**src/rtl/pfg_pkg.sv**
```systemverilog
package pfg_pkg;
  localparam int QUANTA_W  = 16;
  localparam int ADDR_W    = 48;
  localparam int HDR_BYTES = 18;
  localparam logic [47:0] GROUP_DA  = 48'h0180_C200_0001;
  localparam logic [31:0] TYPE_OPC  = 32'h8808_0001;

  // Byte idx of a pause frame; station address is sent least significant byte first.
  function automatic logic [7:0] frame_byte(input int unsigned idx,
                                            input logic [ADDR_W-1:0] sa,
                                            input logic [QUANTA_W-1:0] q);
    logic [7:0] b;
    if (idx < 6)
      b = GROUP_DA[8*(5-idx) +: 8];
    else if (idx < 12)
      b = sa[8*(idx-6) +: 8];
    else if (idx < 16)
      b = TYPE_OPC[8*(15-idx) +: 8];
    else if (idx == 16)
      b = q[15:8];
    else if (idx == 17)
      b = q[7:0];
    else
      b = 8'h00;
    return b;
  endfunction
endpackage

```
**src/rtl/pfg_request.sv**
```systemverilog
module pfg_request
  import pfg_pkg::*;
#(
  parameter int SLOT_CLKS = 64,
  parameter int N_XOFF    = 3,
  parameter int N_XON     = 2,
  localparam int HOLD_W   = QUANTA_W + $clog2(SLOT_CLKS)
)(
  input  logic                clk,
  input  logic                rst_n,
  input  logic                fc_enable,
  input  logic [N_XOFF-1:0]   xoff_src,
  input  logic [N_XON-1:0]    xon_src,
  input  logic [QUANTA_W-1:0] holdoff_quanta,
  input  logic                start_pause,
  output logic                pend_valid,
  output logic                pend_xoff,
  output logic                hold_zero
);
  function automatic logic [HOLD_W-1:0] hold_clocks(input logic [QUANTA_W-1:0] h);
    return HOLD_W'(h) * HOLD_W'(SLOT_CLKS);
  endfunction

  logic [HOLD_W-1:0] hold_cnt;
  logic xoff_req, xon_req, start_xoff;

  assign start_xoff = start_pause & pend_xoff;
  assign hold_zero  = (hold_cnt == '0);
  assign xoff_req   = fc_enable & (|xoff_src) & hold_zero & ~start_xoff;
  assign xon_req    = fc_enable & (|xon_src);

  always_ff @(posedge clk) begin
    if (!rst_n) begin
      pend_valid <= 1'b0;
      pend_xoff  <= 1'b0;
    end else if (!fc_enable) begin
      pend_valid <= 1'b0;
      pend_xoff  <= 1'b0;
    end else if (xoff_req) begin
      pend_valid <= 1'b1;
      pend_xoff  <= 1'b1;
    end else if (xon_req && !(pend_valid && pend_xoff && !start_pause)) begin
      pend_valid <= 1'b1;
      pend_xoff  <= 1'b0;
    end else if (start_pause) begin
      pend_valid <= 1'b0;
      pend_xoff  <= 1'b0;
    end
  end

  always_ff @(posedge clk) begin
    if (!rst_n)
      hold_cnt <= '0;
    else if (start_xoff)
      hold_cnt <= hold_clocks(holdoff_quanta);
    else if (!hold_zero)
      hold_cnt <= hold_cnt - 1'b1;
  end
endmodule

```
**src/rtl/pfg_framer.sv**
```systemverilog
module pfg_framer
  import pfg_pkg::*;
#(
  parameter int FRAME_BYTES = 60,
  localparam int IDX_W      = $clog2(FRAME_BYTES)
)(
  input  logic                clk,
  input  logic                rst_n,
  input  logic                start_pause,
  input  logic                start_xoff,
  input  logic [ADDR_W-1:0]   station,
  input  logic [QUANTA_W-1:0] pause_quanta,
  output logic                busy,
  output logic [7:0]          pbyte,
  output logic                plast
);
  logic [IDX_W-1:0]    idx;
  logic [ADDR_W-1:0]   sa_q;
  logic [QUANTA_W-1:0] q_q;

  assign plast = busy && (idx == IDX_W'(FRAME_BYTES-1));
  assign pbyte = frame_byte(int'(unsigned'(idx)), sa_q, q_q);

  always_ff @(posedge clk) begin
    if (!rst_n) begin
      busy <= 1'b0;
      idx  <= '0;
      sa_q <= '0;
      q_q  <= '0;
    end else if (start_pause) begin
      busy <= 1'b1;
      idx  <= '0;
      sa_q <= station;
      q_q  <= start_xoff ? pause_quanta : '0;
    end else if (busy) begin
      if (plast) begin
        busy <= 1'b0;
        idx  <= '0;
      end else begin
        idx <= idx + 1'b1;
      end
    end
  end
endmodule

```
**src/rtl/pfg_merge.sv**
```systemverilog
module pfg_merge (
  input  logic       clk,
  input  logic       rst_n,
  input  logic       fc_enable,
  input  logic       pend_valid,
  input  logic       busy,
  input  logic [7:0] pbyte,
  input  logic       plast,
  input  logic       usr_valid,
  input  logic [7:0] usr_data,
  input  logic       usr_last,
  output logic       usr_ready,
  output logic       start_pause,
  output logic       tx_valid,
  output logic [7:0] tx_data,
  output logic       tx_last,
  output logic       tx_pause
);
  logic in_frame, usr_take;

  assign start_pause = pend_valid & fc_enable & ~busy & ~in_frame;
  assign usr_ready   = ~busy & ~start_pause;
  assign usr_take    = usr_valid & usr_ready;

  assign tx_valid = busy | usr_take;
  assign tx_data  = busy ? pbyte : usr_data;
  assign tx_last  = busy ? plast : (usr_take & usr_last);
  assign tx_pause = busy;

  always_ff @(posedge clk) begin
    if (!rst_n)
      in_frame <= 1'b0;
    else if (usr_take)
      in_frame <= ~usr_last;
  end
endmodule

```
**src/rtl/pause_frame_gen.sv**
```systemverilog
module pause_frame_gen
  import pfg_pkg::*;
#(
  parameter int SLOT_CLKS   = 64,
  parameter int FRAME_BYTES = 60
)(
  input  logic        clk,
  input  logic        rst_n,
  input  logic        fc_enable,
  input  logic [31:0] addr_lo,
  input  logic [15:0] addr_hi,
  input  logic [15:0] pause_quanta,
  input  logic [15:0] holdoff_quanta,
  input  logic        xoff_fifo,
  input  logic        xoff_cfg,
  input  logic        xoff_pin,
  input  logic        xon_cfg,
  input  logic        xon_pin,
  input  logic        usr_valid,
  input  logic [7:0]  usr_data,
  input  logic        usr_last,
  output logic        usr_ready,
  output logic        tx_valid,
  output logic [7:0]  tx_data,
  output logic        tx_last,
  output logic        tx_pause
);
  logic pend_valid, pend_xoff, hold_zero;
  logic start_pause, start_xoff, busy, plast;
  logic [7:0] pbyte;

  assign start_xoff = start_pause & pend_xoff;

  pfg_request #(.SLOT_CLKS(SLOT_CLKS), .N_XOFF(3), .N_XON(2)) u_req (
    .clk(clk), .rst_n(rst_n), .fc_enable(fc_enable),
    .xoff_src({xoff_pin, xoff_cfg, xoff_fifo}),
    .xon_src({xon_pin, xon_cfg}),
    .holdoff_quanta(holdoff_quanta),
    .start_pause(start_pause),
    .pend_valid(pend_valid), .pend_xoff(pend_xoff), .hold_zero(hold_zero)
  );

  pfg_framer #(.FRAME_BYTES(FRAME_BYTES)) u_frm (
    .clk(clk), .rst_n(rst_n),
    .start_pause(start_pause), .start_xoff(start_xoff),
    .station({addr_hi, addr_lo}), .pause_quanta(pause_quanta),
    .busy(busy), .pbyte(pbyte), .plast(plast)
  );

  pfg_merge u_mrg (
    .clk(clk), .rst_n(rst_n), .fc_enable(fc_enable),
    .pend_valid(pend_valid), .busy(busy), .pbyte(pbyte), .plast(plast),
    .usr_valid(usr_valid), .usr_data(usr_data), .usr_last(usr_last),
    .usr_ready(usr_ready), .start_pause(start_pause),
    .tx_valid(tx_valid), .tx_data(tx_data), .tx_last(tx_last), .tx_pause(tx_pause)
  );
endmodule

```
**config.mk**
```make
export PLATFORM = sky130hd
export DESIGN_NAME = pause_frame_gen
export DESIGN_NICKNAME = d
export VERILOG_FILES = /design/src/rtl/pfg_pkg.sv /design/src/rtl/pfg_request.sv /design/src/rtl/pfg_framer.sv /design/src/rtl/pfg_merge.sv /design/src/rtl/pause_frame_gen.sv
export SDC_FILE = /design/constraint.sdc
export NUM_CORES = 1
export LEC_CHECK = 0
export ABC_AREA = 0
export BUFFER_PORTS_ARGS = -buffer_cell sky130_fd_sc_hd__buf_2
export CAP_MARGIN = 20
export CELL_PAD_IN_SITES_DETAIL_PLACEMENT = 1
export CELL_PAD_IN_SITES_GLOBAL_PLACEMENT = 2
export CORE_MARGIN = 2
export CORE_UTILIZATION = 35
export CTS_BUF_LIST = sky130_fd_sc_hd__clkbuf_8
export CTS_CLUSTER_SIZE = 40
export DETAILED_ROUTE_END_ITERATION = 8
export HOLD_SLACK_MARGIN = 0.12
export PLACE_DENSITY = 0.95
export SLEW_MARGIN = 20
export SYNTH_ARGS = -nofsm -noshare
export SYNTH_HDL_FRONTEND = slang
export SYNTH_SLANG_ARGS = --single-unit
```
**constraint.sdc**
```tcl
create_clock -name clk -period 3.8 [get_ports clk]
set_input_delay 0.57 -clock clk [delete_from_list [all_inputs] [get_ports clk]]
set_output_delay 0.57 -clock clk [all_outputs]
set_load 0.05 [all_outputs]
```
==> results of run 1 <==
[kinds of logic after synthesis]
family | after synthesis | synth area share
xor gates and xnor gates | 19 | 0.0369
DFF | 96 | 0.426
muxes | 19 | 0.0671
buffers and inverters | 44 | 0.0375
and+or+nand+nor | 203 | 0.213
adders and majority gates | 5 | 0.0139
AOI/OAI and AO/OA | 147 | 0.206
[cell type report]
class | instances | area (sq um)
Fill cell | 1561 | 7200
Multi-Input combinational cell | 393 | 2420
Sequential cell | 96 | 1920
Timing Repair Buffer | 115 | 591
Tap cell | 172 | 215
Clock buffer | 11 | 151
Clock inverter | 5 | 80.1
Inverter | 9 | 33.8
[per-layer routing]
| metal | GRT usage | vias to the layer above | part of all wire |
|---|---|---|---|
| met3 | 0.0397 | 19 | 0.044 |
| met4 | 0.0715 | 0 | 0.022 |
| met1 | 0.253 | 1976 | 0.47 |
| met2 | 0.327 | 92 | 0.47 |
| li1 | - | 2082 | - |
| met5 | 0 | - | 0 |
[worst max-delay path, stage by stage, from the launching register on]
cell and delay [ns]:
dfxtp_1 0.73, ha_1 0.51, nor2_1 0.50, a22oi_1 0.18
o22ai_1 0.23, o22a_1 0.17, buf_2 0.25
[state kept, by name, summed over array words and instances, names as in the netlist]
name	flops
u_req.hold_cnt	22
u_frm.idx	6
u_frm.sa_q	48
u_frm.busy	1
u_req.pend_valid	1
u_mrg.in_frame	1
u_req.pend_xoff	1
u_frm.q_q	16
[power by group through the flow]
stage,combinational (uW),clock [uW],sequential [uW]
3_3_place_gp,962,0,1280
3_5_place_dp,1000,0,1290
4_1_cts,1000,788,1270
6_report,991,768,1270
2_1_floorplan,775,0,1250
5_1_grt,1120,842,1290
[through the flow]
| step | utilization | power (uW) | std cells | cell area [sq um] |
|---|---|---|---|---|
| after floorplan | - | 2020 | 533 | 4510 |
| after global placement | 0.411 | 2240 | 785 | 5180 |
| after detailed placement | 0.411 | 2290 | 785 | 5180 |
| after CTS | 0.429 | 3060 | 801 | 5410 |
| after global routing | 0.429 | 3250 | 801 | 5420 |
| final | 0.429 | 3030 | 801 | 5420 |
[Yosys cell counts (3+ instances only)]
library cell,number
a21oi_1,58
a221oi_1,8
a22o_1,16
a22oi_1,8
a31oi_1,4
buf_2,3
clkbuf_1,30
dfxtp_1,96
ha_1,5
inv_1,8
mux2_2,10
mux4_2,8
nand2_1,123
nand2b_1,4
nand3_1,6
nand4_1,3
nor2_1,22
nor3_1,10
nor3b_1,4
nor4_1,4
nor4_2,5
o211ai_1,8
o21ai_0,15
o21ai_1,10
o31ai_1,4
or4_1,3
xnor2_1,9
xor2_1,10
[final timing paths]
| path | start | end | slack (ns) | cells after the start |
|---|---|---|---|---|
| min | holdoff_quanta[13] | u_req.hold_cnt[19]$_SDFFE_PN0P_ | 0.40 | 3 |
| min reg2reg | u_frm.sa_q[13]$_SDFFE_PN0P_ | u_frm.sa_q[13]$_SDFFE_PN0P_ | 0.46 | 2 |
| max | u_frm.idx[1]$_SDFFE_PP0P_ | tx_data[7] | 0.27 | 6 |
| max reg2reg | u_req.hold_cnt[2]$_SDFFE_PP0P_ | u_req.pend_valid$_SDFFE_PN0P_ | 1.34 | 5 |
==> metrics.csv, run 1 <==
metric;value;unit
CTS tree;done;
sequential area share after synthesis;0.426;
first-pass GRT wire length;21.8;mm
DRT antenna net count;0;
clock period minus worst slack;3.53;ns
Cell variety after synth;56;
Synth warnings;0;
grt total ovfl;0;
Mapped Area;4510;sq um
antenna violations before repair;0;
most common cell after layout, fill and taps aside;nand2_1;
Main synth FF type;dfxtp_1;
number of setup buffers added after CTS;0;
Int Power;1950;uW
DRT iter0 DRCs;138;
pwr dens;559;nW/um^2
port buffer count;109;
CTS max path bufs;2;
clk sink count;96;
WP data arrival;2.96;ns
DRC;0;
Leakage;0.00209;uW
most frequent cells in the layout;nand2_1, buf_2, dfxtp_1;
Yosys top cell area share;0.426;
VDD IR max;0.471;mV
Syn Nets;636;
Hold/Removal Path Class;input pin to flip-flop;
Chip Width;118;um
Slew HR;0.556;
Final nets;727;
Worst-Margin Slew;0.665;ns
H-tree levels;3;
I/O pins;110;
Place WS;0.720;ns
Clock Power Share;0.254;
Diodes inserted;0;
Worst-Skew Late Latency;0.38;ns
post_cts resized;0;
asr flop ratio synth;0;
Rows;41;
combinational power share;0.328;
Max-Cap Viols;0;
largest net degree at the start of global routing;54;
TritonCTS buffer count;9;
DIE HEIGHT;118;um
share of cells above drive strength 1;0.253;
CTS Hold Buffers Added;0;
critical-path maximum fanout;20;
CTS Root Cell;clkbuf_8;
Synth Instances;533;
top cells by area, synth;dfxtp_1, nand2_1, a21oi_1;
crit end category;output port;
Switching Share;0.355;
clock transition at the registers of the reported paths;0.09;ns
Fmax;284;MHz
layout overhead on the synthesized area;20.1;%
worst setup margin;0.274;ns
initial core utilization;0.357;
CP Launch Type;flip-flop;
final setup violating endpoints;0;
Required @ worst endpoint;3.23;ns
pins over their slew limit;0;
RSZ-0062 raised after global routing;false;
P_sw;1070;uW
final hold vios;0;
Seq pwr share;0.419;
Routed WL;13.1;mm
Total GRT Usage;0.197;
Post-DP HPWL;9.95;mm
Yosys top cell by area;dfxtp_1;
Seq cells post-synth;96;
DR pass1 iterations;4;
via/cell ratio;5.20;
vias in the first global route;4413;
status;finished clean;
TNS Setup;0;ns
kind of critical path;flip-flop to output port;
core area;12600;sq um
Hold WS;0.395;ns
placer congestion estimate;0.832;
syn_area_per_cell;8.46;sq um
period utilisation layout;0.928;
vias;4169;
full die area;13800;sq um
drt wl/cell;16.4;um
clock skew;0.0146;ns
EDFF count, synth;0;
Power figures use the tool's default switching activity.
==> run 2: changes to the inputs <==
- CORE_UTILIZATION: 35 -> 25
- PLACE_DENSITY: 0.95 -> 0.76
- clock period: 3.8 -> 2.9 ns (I/O delays scaled with it)
==> run 2 against run 1 <==
Routed wire length increased by 9.5%. Sequential share of layout area decreased by 0.88 points. Non-clock buffer count increased by 5. Flip-flop and latch count unchanged. Sequential power increased by 31%. Clock skew decreased by 0.0081 ns. Clock power increased by 16%. Worst setup slack got worse by 0.12 ns. Register-to-register slack got worse by 0.75 ns. Via count increased by 1.5%. Critical path type unchanged.
==> metrics.csv, run 2 (synthesized netlist as in run 1, its figures left out) <==
metric;value;unit;change
status;finished clean;;unchanged
post-route insts no fill;863;;was 801
RSZ-0062 raised after global routing;false;;unchanged
DRT antenna net count;0;;unchanged
Chip Width;138;um;was 118 um
most frequent cells in the layout;nand2_1, buf_2, dfxtp_1;;unchanged
CTS max path bufs;2;;unchanged
placer congestion estimate;0.833;;was 0.832
clock skew;0.00651;ns;was 0.0146 ns
placed cells;847;;was 785
largest registers;u_frm.sa_q: 48 flops, u_req.hold_cnt: 22 flops, u_frm.q_q: 16 flops;;unchanged
Required @ worst endpoint;2.47;ns;was 3.23 ns
layout overhead on the synthesized area;23.4;%;was 20.1%
kind of critical path;flip-flop to output port;;unchanged
drt wl/cell;16.7;um;was 16.4 um
antenna violations before repair;0;;unchanged
clk sink count;96;;unchanged
Max-Cap Viols;0;;unchanged
period utilisation layout;0.948;;
DRT iter0 DRCs;305;;was 138
hold wc startpoint;holdoff_quanta[13];;unchanged
clock period minus worst slack;2.75;ns;
final setup violating endpoints;0;;unchanged
number of flip-flops under the largest register name;48;;unchanged
Post-DP HPWL;11.1;mm;was 9.95 mm
vias;4230;;was 4,169
Worst-Skew Late Latency;0.37;ns;was 0.38 ns
grt total ovfl;0;;unchanged
VDD IR max;0.308;mV;was 0.471 mV
initial core utilization;0.253;;was 0.357
largest net degree at the start of global routing;53;;was 54
Largest Register;u_frm.sa_q;;unchanged
Hold/Removal Path Class;input pin to flip-flop;;unchanged
share of cells above drive strength 1;0.278;;was 0.253
DIE HEIGHT;138;um;was 118 um
first-pass GRT wire length;23.0;mm;was 21.8 mm
I/O pins;110;;unchanged
Final nets;732;;was 727
vias in the first global route;4378;;was 4,413
CP Launch Type;flip-flop;;unchanged
DR pass1 iterations;4;;unchanged
TritonCTS buffer count;9;;unchanged
TNS Setup;0;ns;unchanged
Fmax;364;MHz;
Diodes inserted;0;;unchanged
Worst-Margin Slew;0.717;ns;was 0.665 ns
Routed WL;14.4;mm;was 13.1 mm
Slew HR;0.522;;was 0.556
Total GRT Usage;0.149;;was 0.197
Setup crit start;u_frm.idx[1]$_SDFFE_PP0P_;;unchanged
pins over their slew limit;0;;unchanged
full die area;19100;sq um;was 13,800 sq um
CTS Hold Buffers Added;0;;unchanged
crit end category;output port;;unchanged
pwr dens;704;nW/um^2;was 559 nW/um^2
DRC;0;;unchanged
port buffer count;109;;unchanged
WP data arrival;2.31;ns;was 2.96 ns
CTS tree;done;;unchanged
via/cell ratio;4.90;;was 5.20
most common cell after layout, fill and taps aside;nand2_1;;unchanged
core area;17800;sq um;was 12,600 sq um
worst r2r src;u_req.hold_cnt[0]$_SDFFE_PP0P_;;was u_req.hold_cnt[2]$_SDFFE_PP0P_
Leakage;0.00212;uW;was 0.00209 uW
critical-path maximum fanout;19;;was 20
CTS Root Cell;clkbuf_8;;unchanged
final hold vios;0;;unchanged
clock transition at the registers of the reported paths;0.09;ns;about the same
number of setup buffers added after CTS;0;;unchanged
Rows;49;;was 41
H-tree levels;3;;unchanged
## run 2: cell count changes in the layout (fill, tap and decap cells not counted), sizes merged
| cell | previous run | this run |
|---|---|---|
| buf | 115 | 120 |
| bufinv | 2 | 1 |
| clkbuf | 11 | 10 |
| clkinvlp | 1 | 2 |
| inv | 9 | 10 |
## run 2: final timing paths
kind                                endpoint  slack [ns]  cells past startpoint
min          u_req.hold_cnt[19]$_SDFFE_PN0P_        0.27                      3
max reg2reg  u_req.hold_cnt[15]$_SDFFE_PN0P_        0.59                      7
min reg2reg      u_frm.sa_q[34]$_SDFFE_PN0P_        0.46                      2
max                               tx_data[0]        0.15                      8
## run 2: final cells by class
type	instances	area (sq um)
clock inverter	6	61.3
inverter	9	33.8
clock buffer	10	138
timing repair buffer	120	644
multi-input combinational	393	2470
fill	2163	12300
sequential	96	1930
tap	229	287
## run 2: routing by layer
metal | vias to the layer above | GRT usage | wire [um]
li1 | 2087 | - | -
met1 | 2048 | 0.198 | 6780
met2 | 84 | 0.247 | 6960
met3 | 11 | 0.0229 | 446
met4 | 0 | 0.0537 | 198
met5 | - | 0 | 0
## run 2: what timing repair did
action                                  in CTS  in global routing
pin swaps                                    0                  0
resized for setup                            5                  7
endpoints found under the setup margin       8                  7
## run 2: worst max-delay path, stage by stage (launching register included)
cell and delay (ns):
dfxtp_2 0.38, buf_6 0.20, inv_1 0.08, ha_1 0.19, and2_2 0.24, a221oi_1 0.34, o21ai_0 0.14, o211a_1 0.16
buf_2 0.22
## run 2: power by group
| group | internal (uW) | switching [uW] | leakage, uW | total, uW |
|---|---|---|---|---|
| clock network | 418 | 477 | 0.000101 | 894 |
| registers | 1480 | 186 | 0.000780 | 1660 |
| logic | 597 | 767 | 0.00124 | 1360 |
## run 2: metrics by stage
stage                util  setup slack (ns)  hold WS [ns]  area, sq um  total power (uW)
finish              0.312             0.151         0.268         5560              3920
global route        0.312            0.0135         0.253         5560              4210
CTS                 0.311            0.0251         0.249         5540              3990
detailed placement  0.298             0.119         0.447         5320              3070
global placement    0.298             0.208         0.442         5320              3010
floorplan               -            0.0253         0.433         4520              2650
